$ cat src/rtl/rdy_pkg.sv
package rdy_pkg;
  localparam int unsigned MAX_CHAR_BITS = 12;

  function automatic int unsigned char_bits(logic [1:0] wl, logic par, logic stop2);
    return 1 + (5 + int'(wl)) + int'(par) + (stop2 ? 2 : 1);
  endfunction

  function automatic int unsigned trig_level(int unsigned cap, logic [1:0] sel);
    case (sel)
      2'd0:    return 1;
      2'd1:    return cap / 4;
      2'd2:    return cap / 2;
      default: return (cap * 7) / 8;
    endcase
  endfunction
endpackage

$ cat src/rtl/rx_trig_cmp.sv
module rx_trig_cmp import rdy_pkg::*; #(
  parameter int unsigned DEPTH       = 64,
  parameter int unsigned SMALL_DEPTH = 16,
  localparam int unsigned CW         = $clog2(DEPTH + 1)
) (
  input  logic          clk_i,
  input  logic          rst_ni,
  input  logic          fifo_en_i,
  input  logic          big_fifo_i,
  input  logic [1:0]    trig_sel_i,
  input  logic [CW-1:0] count_i,
  output logic          avail_o
);
  logic [CW-1:0] lvl_big, lvl_small, level;

  always_comb begin
    lvl_big   = CW'(trig_level(DEPTH, trig_sel_i));
    lvl_small = CW'(trig_level(SMALL_DEPTH, trig_sel_i));
    if (!fifo_en_i)      level = CW'(1);
    else if (big_fifo_i) level = lvl_big;
    else                 level = lvl_small;
    avail_o = (count_i >= level);
  end

  p_avail_nonempty_r2: assert property (@(posedge clk_i) disable iff (!rst_ni)
    avail_o |-> (count_i != '0));
  p_lvl_one_r1: assert property (@(posedge clk_i) disable iff (!rst_ni)
    (count_i == CW'(1) && (!fifo_en_i || trig_sel_i == 2'd0)) |-> avail_o);
endmodule

$ cat src/rtl/rx_char_timer.sv
module rx_char_timer import rdy_pkg::*; #(
  parameter int unsigned DEPTH      = 64,
  parameter int unsigned CHAR_TIMES = 4,
  localparam int unsigned CW        = $clog2(DEPTH + 1),
  localparam int unsigned TW        = $clog2(CHAR_TIMES * MAX_CHAR_BITS + 1)
) (
  input  logic          clk_i,
  input  logic          rst_ni,
  input  logic          fifo_en_i,
  input  logic [1:0]    word_len_i,
  input  logic          parity_en_i,
  input  logic          stop2_i,
  input  logic [CW-1:0] rx_count_i,
  input  logic          bit_tick_i,
  input  logic          stop_mid_i,
  input  logic          rhr_rd_i,
  input  logic          rx_clr_i,
  output logic          timeout_o
);
  logic [TW-1:0] tmr_q, limit;
  logic          drop, restart, timeout_q;

  always_comb begin
    limit   = TW'(CHAR_TIMES * char_bits(word_len_i, parity_en_i, stop2_i));
    drop    = rx_clr_i | rhr_rd_i | (rx_count_i == '0) | !fifo_en_i;
    restart = drop | stop_mid_i;
  end

  always_ff @(posedge clk_i or negedge rst_ni) begin
    if (!rst_ni) begin
      tmr_q     <= '0;
      timeout_q <= 1'b0;
    end else begin
      if (restart)                         tmr_q <= '0;
      else if (bit_tick_i && tmr_q < limit) tmr_q <= tmr_q + 1'b1;

      if (drop)                                         timeout_q <= 1'b0;
      else if (bit_tick_i && !stop_mid_i && tmr_q == limit - 1'b1) timeout_q <= 1'b1;
    end
  end

  assign timeout_o = timeout_q;

  p_rise_needs_data_r5: assert property (@(posedge clk_i) disable iff (!rst_ni)
    $rose(timeout_o) |-> ($past(rx_count_i) != '0 && $past(fifo_en_i)));
  p_rise_on_tick_r3: assert property (@(posedge clk_i) disable iff (!rst_ni)
    $rose(timeout_o) |-> $past(bit_tick_i));
  p_read_clears_r5: assert property (@(posedge clk_i) disable iff (!rst_ni)
    (rhr_rd_i || rx_clr_i) |=> !timeout_o);
  p_restart_no_rise_r4: assert property (@(posedge clk_i) disable iff (!rst_ni)
    stop_mid_i |=> !$rose(timeout_o));
endmodule

$ cat src/rtl/dma_ready_gen.sv
module dma_ready_gen #(
  parameter int unsigned DEPTH       = 64,
  parameter int unsigned SMALL_DEPTH = 16,
  localparam int unsigned CW         = $clog2(DEPTH + 1)
) (
  input  logic          clk_i,
  input  logic          rst_ni,
  input  logic          fifo_en_i,
  input  logic          big_fifo_i,
  input  logic          dma_mode_i,
  input  logic [CW-1:0] rx_count_i,
  input  logic [CW-1:0] tx_count_i,
  input  logic          rx_avail_i,
  input  logic          timeout_i,
  output logic          rxrdy_o,
  output logic          txrdy_o
);
  logic          burst, rx_empty, tx_empty, tx_full;
  logic          rx_req_q, tx_hold_q;
  logic [CW-1:0] cap;

  always_comb begin
    burst    = fifo_en_i & dma_mode_i;
    cap      = big_fifo_i ? CW'(DEPTH) : CW'(SMALL_DEPTH);
    rx_empty = (rx_count_i == '0);
    tx_empty = (tx_count_i == '0);
    tx_full  = (tx_count_i == cap);
  end

  // block-mode pin states, tracked in either mode
  always_ff @(posedge clk_i or negedge rst_ni) begin
    if (!rst_ni) begin
      rx_req_q  <= 1'b0;
      tx_hold_q <= 1'b0;
    end else begin
      if (rx_empty)                     rx_req_q <= 1'b0;
      else if (rx_avail_i || timeout_i) rx_req_q <= 1'b1;

      if (tx_full)       tx_hold_q <= 1'b1;
      else if (tx_empty) tx_hold_q <= 1'b0;
    end
  end

  always_comb begin
    if (!burst) begin
      rxrdy_o = rx_empty;
      txrdy_o = !tx_empty;
    end else begin
      rxrdy_o = rx_empty | !(rx_req_q | rx_avail_i | timeout_i);
      txrdy_o = tx_full | (!tx_empty & tx_hold_q);
    end
  end

  p_rxrdy_empty_r6: assert property (@(posedge clk_i) disable iff (!rst_ni)
    rx_empty |-> rxrdy_o);
  p_txrdy_empty_r7: assert property (@(posedge clk_i) disable iff (!rst_ni)
    tx_empty |-> !txrdy_o);
  p_txrdy_full_r9: assert property (@(posedge clk_i) disable iff (!rst_ni)
    (burst && tx_full) |-> txrdy_o);
  p_rxrdy_hold_r8: assert property (@(posedge clk_i) disable iff (!rst_ni)
    (burst && !rxrdy_o && $stable(burst)) ##1 (burst && !rx_empty) |-> !rxrdy_o);
endmodule

$ cat src/rtl/rxtx_ready_ctrl.sv
module rxtx_ready_ctrl #(
  parameter int unsigned DEPTH       = 64,
  parameter int unsigned SMALL_DEPTH = 16,
  parameter int unsigned CHAR_TIMES  = 4,
  localparam int unsigned CW         = $clog2(DEPTH + 1)
) (
  input  logic          clk_i,
  input  logic          rst_ni,
  input  logic          fifo_en_i,
  input  logic          big_fifo_i,
  input  logic          dma_mode_i,
  input  logic [1:0]    trig_sel_i,
  input  logic [1:0]    word_len_i,
  input  logic          parity_en_i,
  input  logic          stop2_i,
  input  logic [CW-1:0] rx_count_i,
  input  logic [CW-1:0] tx_count_i,
  input  logic          bit_tick_i,
  input  logic          stop_mid_i,
  input  logic          rhr_rd_i,
  input  logic          rx_clr_i,
  output logic          rx_avail_o,
  output logic          timeout_o,
  output logic          rxrdy_o,
  output logic          txrdy_o
);
  rx_trig_cmp #(.DEPTH(DEPTH), .SMALL_DEPTH(SMALL_DEPTH)) i_trig (
    .clk_i, .rst_ni, .fifo_en_i, .big_fifo_i, .trig_sel_i,
    .count_i (rx_count_i),
    .avail_o (rx_avail_o)
  );

  rx_char_timer #(.DEPTH(DEPTH), .CHAR_TIMES(CHAR_TIMES)) i_timer (
    .clk_i, .rst_ni, .fifo_en_i, .word_len_i, .parity_en_i, .stop2_i,
    .rx_count_i, .bit_tick_i, .stop_mid_i, .rhr_rd_i, .rx_clr_i,
    .timeout_o
  );

  dma_ready_gen #(.DEPTH(DEPTH), .SMALL_DEPTH(SMALL_DEPTH)) i_dma (
    .clk_i, .rst_ni, .fifo_en_i, .big_fifo_i, .dma_mode_i,
    .rx_count_i, .tx_count_i,
    .rx_avail_i (rx_avail_o),
    .timeout_i  (timeout_o),
    .rxrdy_o, .txrdy_o
  );

  p_reset_clear_r10: assert property (@(posedge clk_i)
    $rose(rst_ni) |-> !timeout_o);
endmodule

$ cat config.mk
export PLATFORM = sky130hd
export DESIGN_NAME = rxtx_ready_ctrl
export DESIGN_NICKNAME = d
export VERILOG_FILES = /design/src/rtl/rdy_pkg.sv /design/src/rtl/rx_trig_cmp.sv /design/src/rtl/rx_char_timer.sv /design/src/rtl/dma_ready_gen.sv /design/src/rtl/rxtx_ready_ctrl.sv
export SDC_FILE = /design/constraint.sdc
export NUM_CORES = 1
export LEC_CHECK = 0
export BUFFER_PORTS_ARGS = -buffer_cell sky130_fd_sc_hd__buf_4
export CAP_MARGIN = 20
export CORE_MARGIN = 3
export CORE_UTILIZATION = 35
export DETAILED_ROUTE_END_ITERATION = 10
export RECOVER_POWER = 100
export REMOVE_ABC_BUFFERS = 1
export SYNTH_ARGS = -nofsm -noshare
export SYNTH_HDL_FRONTEND = slang
export SYNTH_SLANG_ARGS = --single-unit
$ cat constraint.sdc
create_clock -name clk_i -period 2.07 [get_ports clk_i]
set_clock_uncertainty 0.2 [all_clocks]
set_input_delay 0.3105 -clock clk_i [delete_from_list [all_inputs] [get_ports clk_i]]
set_output_delay 0.3105 -clock clk_i [all_outputs]
set_load 0.01 [all_outputs]
==> metrics <==
result of the run finished with violations; failing checks setup timing; count of state elements after synthesis 9; Root Buffer sky130_fd_sc_hd__clkbuf_4; diode insertion count for antenna repair 0; RSZ-0062 raised after global routing true; fmax 418 MHz; utilization of the core after routing 0.654; DIE WIDTH 58.1 um; CTS tree yes; leakage 0.000747 uW; drt via density 5.21; initial antenna violation count 0; worst-case clock buffer depth 2; routed len/inst 14.7 um; Num CTS Buffers 3; Synth Area in XOR/XNOR 0.0369; worst setup slack for register-to-register paths 70 ps; Die Area 3370 um2; CP Data Required Time 2090 ps; post-synthesis mux area share 0.0316; gate count of the mapped netlist 112; area used by sequential logic in the layout 225 um2; Std-Cell Core Area 2520 um2; Reg-to-Reg Start i_timer.tmr_q[4]$_DFFE_PN0P_; worst reg2reg path depth 5; GRT Resource Usage Total 0.181; maximum fanout along the worst path 6; Clk Latency, worst-skew pair 280 ps; fraction of layout instances using a drive strength above 1 0.488; vias in the first global route 1,069; most common cell after layout, fill and taps aside sky130_fd_sc_hd__buf_4; number of cell rows 18; number of fill cells 212; final critical path time including I/O delays and setup 2390 ps; slew margin rel. 0.624; Adder-Cell Fraction of Synth Area 0.219; share of the clock period used by the worst path 1.16; maximum number of pins on one net before global-route repair 11; count of buffers from port buffering 32; final design area excluding fillers 1650 um2; setup TNS after final layout -1540 ps; hold slack final 99.3 ps; first-pass GRT wire length 4.71 mm; number of routed nets with antenna violations 0; weighted congestion at the end of routability-driven global placement 0.839; initial DRC count 35; count of synthesis-stage warnings from yosys 0; Die H 58.1 um; synthesized-area fraction occupied by and/or/nand/nor cells 0.266; level count of the clock H-tree 1; actual slew at the worst max-slew pin 562 ps; area fraction in compound gates after synthesis 0.157; total number of vias 1,041; area post-placement 1360 um2; post-route DRC violation count 0; cell depth of the worst min-delay path 3; starting density of the core 0.376; final std cells w/o fill 200; critical path data arrival time 2410 ps; mean instance size in the synthesized netlist 8.48 um2; capture point of the critical path i_timer.tmr_q[5]$_DFFE_PN0P_; top library cells by usage in the layout, fill and taps aside sky130_fd_sc_hd__buf_4 (40), sky130_fd_sc_hd__nand2_1 (12), sky130_fd_sc_hd__dfrtp_1 (9); element type at the critical path end flip-flop; area occupied by multi-input gates 872 um2; num ports 33; total placed cells including tap cells 191; Area growth, synth to finish 73.6%; share of flip-flops with an asynchronous set or reset after synthesis 1.00; pins over their slew limit 0; share of the yosys chip area belonging to registers 0.237; CP startpoint kind primary input; grt ovf 0; Total Routed Length 2.94 mm; Final WS setup -321 ps; clock net sink count 9; max capacitance violation total 0; cell area after technology mapping 950 um2; count of flip-flops with a built-in enable after synthesis 0; ratio of total power to cell area 372 nW/um2; first element of the critical path stop2_i; number of search-and-repair iterations in the first detailed-routing pass 4; clock edge transition at the registers on the reported setup and hold paths 70 ps; Hold WC Path Type in -> reg; largest family of logic cells by synthesized area simple AND/OR/NAND/NOR gates; Max VDD drop 361 uV; final hold viol count 0; classification of the worst setup path in -> reg; Primary FF master, synth sky130_fd_sc_hd__dfrtp_1; number of distinct library cell variants in the gate-level netlist after synthesis 39; HPWL after detailed placement 2.25 mm; R2R Path End i_timer.tmr_q[5]$_DFFE_PN0P_; Net count, final 216; final setup violation count 9
worst max-delay path, stage by stage:
cell,delay [ps]
sky130_fd_sc_hd__buf_8,100
sky130_fd_sc_hd__fa_2,370
sky130_fd_sc_hd__inv_2,90
sky130_fd_sc_hd__ha_4,210
sky130_fd_sc_hd__inv_4,60
sky130_fd_sc_hd__ha_4,180
sky130_fd_sc_hd__nor2b_1,120
sky130_fd_sc_hd__o21a_1,200
sky130_fd_sc_hd__o21a_4,230
sky130_fd_sc_hd__or4b_1,460
sky130_fd_sc_hd__nand2_1,70
cells in the mapped netlist (3+ instances only):
| master | count | area [um2] |
|---|---|---|
| sky130_fd_sc_hd__a21oi_1 | 3 | 15.0 |
| sky130_fd_sc_hd__dfrtp_1 | 9 | 225 |
| sky130_fd_sc_hd__ha_1 | 15 | 188 |
| sky130_fd_sc_hd__inv_1 | 12 | 45.0 |
| sky130_fd_sc_hd__mux2i_1 | 3 | 30.0 |
| sky130_fd_sc_hd__nand2_1 | 13 | 48.8 |
| sky130_fd_sc_hd__nand3_1 | 3 | 15.0 |
| sky130_fd_sc_hd__nor2_1 | 5 | 18.8 |
| sky130_fd_sc_hd__nor2b_1 | 4 | 25.0 |
| sky130_fd_sc_hd__nor3_1 | 3 | 15.0 |
| sky130_fd_sc_hd__nor4_1 | 4 | 25.0 |
| sky130_fd_sc_hd__o21ai_0 | 3 | 15.0 |
| sky130_fd_sc_hd__xnor2_1 | 3 | 26.3 |
sequential cells by signal (all words and copies together) (netlist names):
register           flops
i_timer.tmr_q          6
i_dma.tx_hold_q        1
i_timer.timeout_o      1
i_dma.rx_req_q         1
logic make-up (layout without fill, tap and decap cells):
kind of cell / after synthesis / in the layout
AND/OR/NAND/NOR: 46 / 46
buffers and inverters: 13 / 71
AO/OA/AOI/OAI: 21 / 21
XOR/XNOR: 4 / 4
flip-flops: 9 / 9
adder cells (fa/ha/maj): 16 / 16
multiplexers: 3 / 3
power by group:
| group | switching (uW) | leakage, uW | internal [uW] |
|---|---|---|---|
| logic | 122 | 0.000614 | 163 |
| clock network | 70.0 | 0.0000150 | 74.7 |
| registers | 1.96 | 0.000119 | 181 |
how the worst min path moves through the flow:
stage                        start                             to  slack, ps
after floorplan             rst_ni     i_dma.rx_req_q$_DFFE_PN0P_       -190
after global placement      rst_ni   i_timer.tmr_q[3]$_DFFE_PN0P_        -60
after detailed placement    rst_ni   i_timer.tmr_q[3]$_DFFE_PN0P_        -60
after CTS                 rx_clr_i  i_timer.timeout_o$_DFFE_PN0P_        100
after global routing      rx_clr_i  i_timer.timeout_o$_DFFE_PN0P_        120
final                     rx_clr_i  i_timer.timeout_o$_DFFE_PN0P_        100
through the flow:
stage / worst slack (ps) / total power [uW]
finish: -321 / 613
global route: -380 / 651
CTS: -318 / 591
detailed placement: -857 / 395
global placement: -737 / 383
floorplan: -637 / 282
per-layer routing:
metal  global-route usage  part of all wire
met5                    0                 0
met4               0.0695             0.024
met3               0.0245             0.055
met2                0.323              0.52
met1                0.219              0.40
layout make-up:
cell class / count / share of cell area
Tap cell: 30 / 0.0228
Multi-Input combinational cell: 90 / 0.529
Clock buffer: 4 / 0.0159
Inverter: 12 / 0.0288
Sequential cell: 9 / 0.137
Timing Repair Buffer: 55 / 0.267
timing repair:
action | CTS | global route
endpoints found under the setup margin | 9 | 9
hold endpoints to repair | 10 | 0
setup buffers | 1 | 2
hold buffers | 2 | 0
resized for setup | 31 | 18
pin swaps | 15 | 10
(Power assumes the default switching activity.)
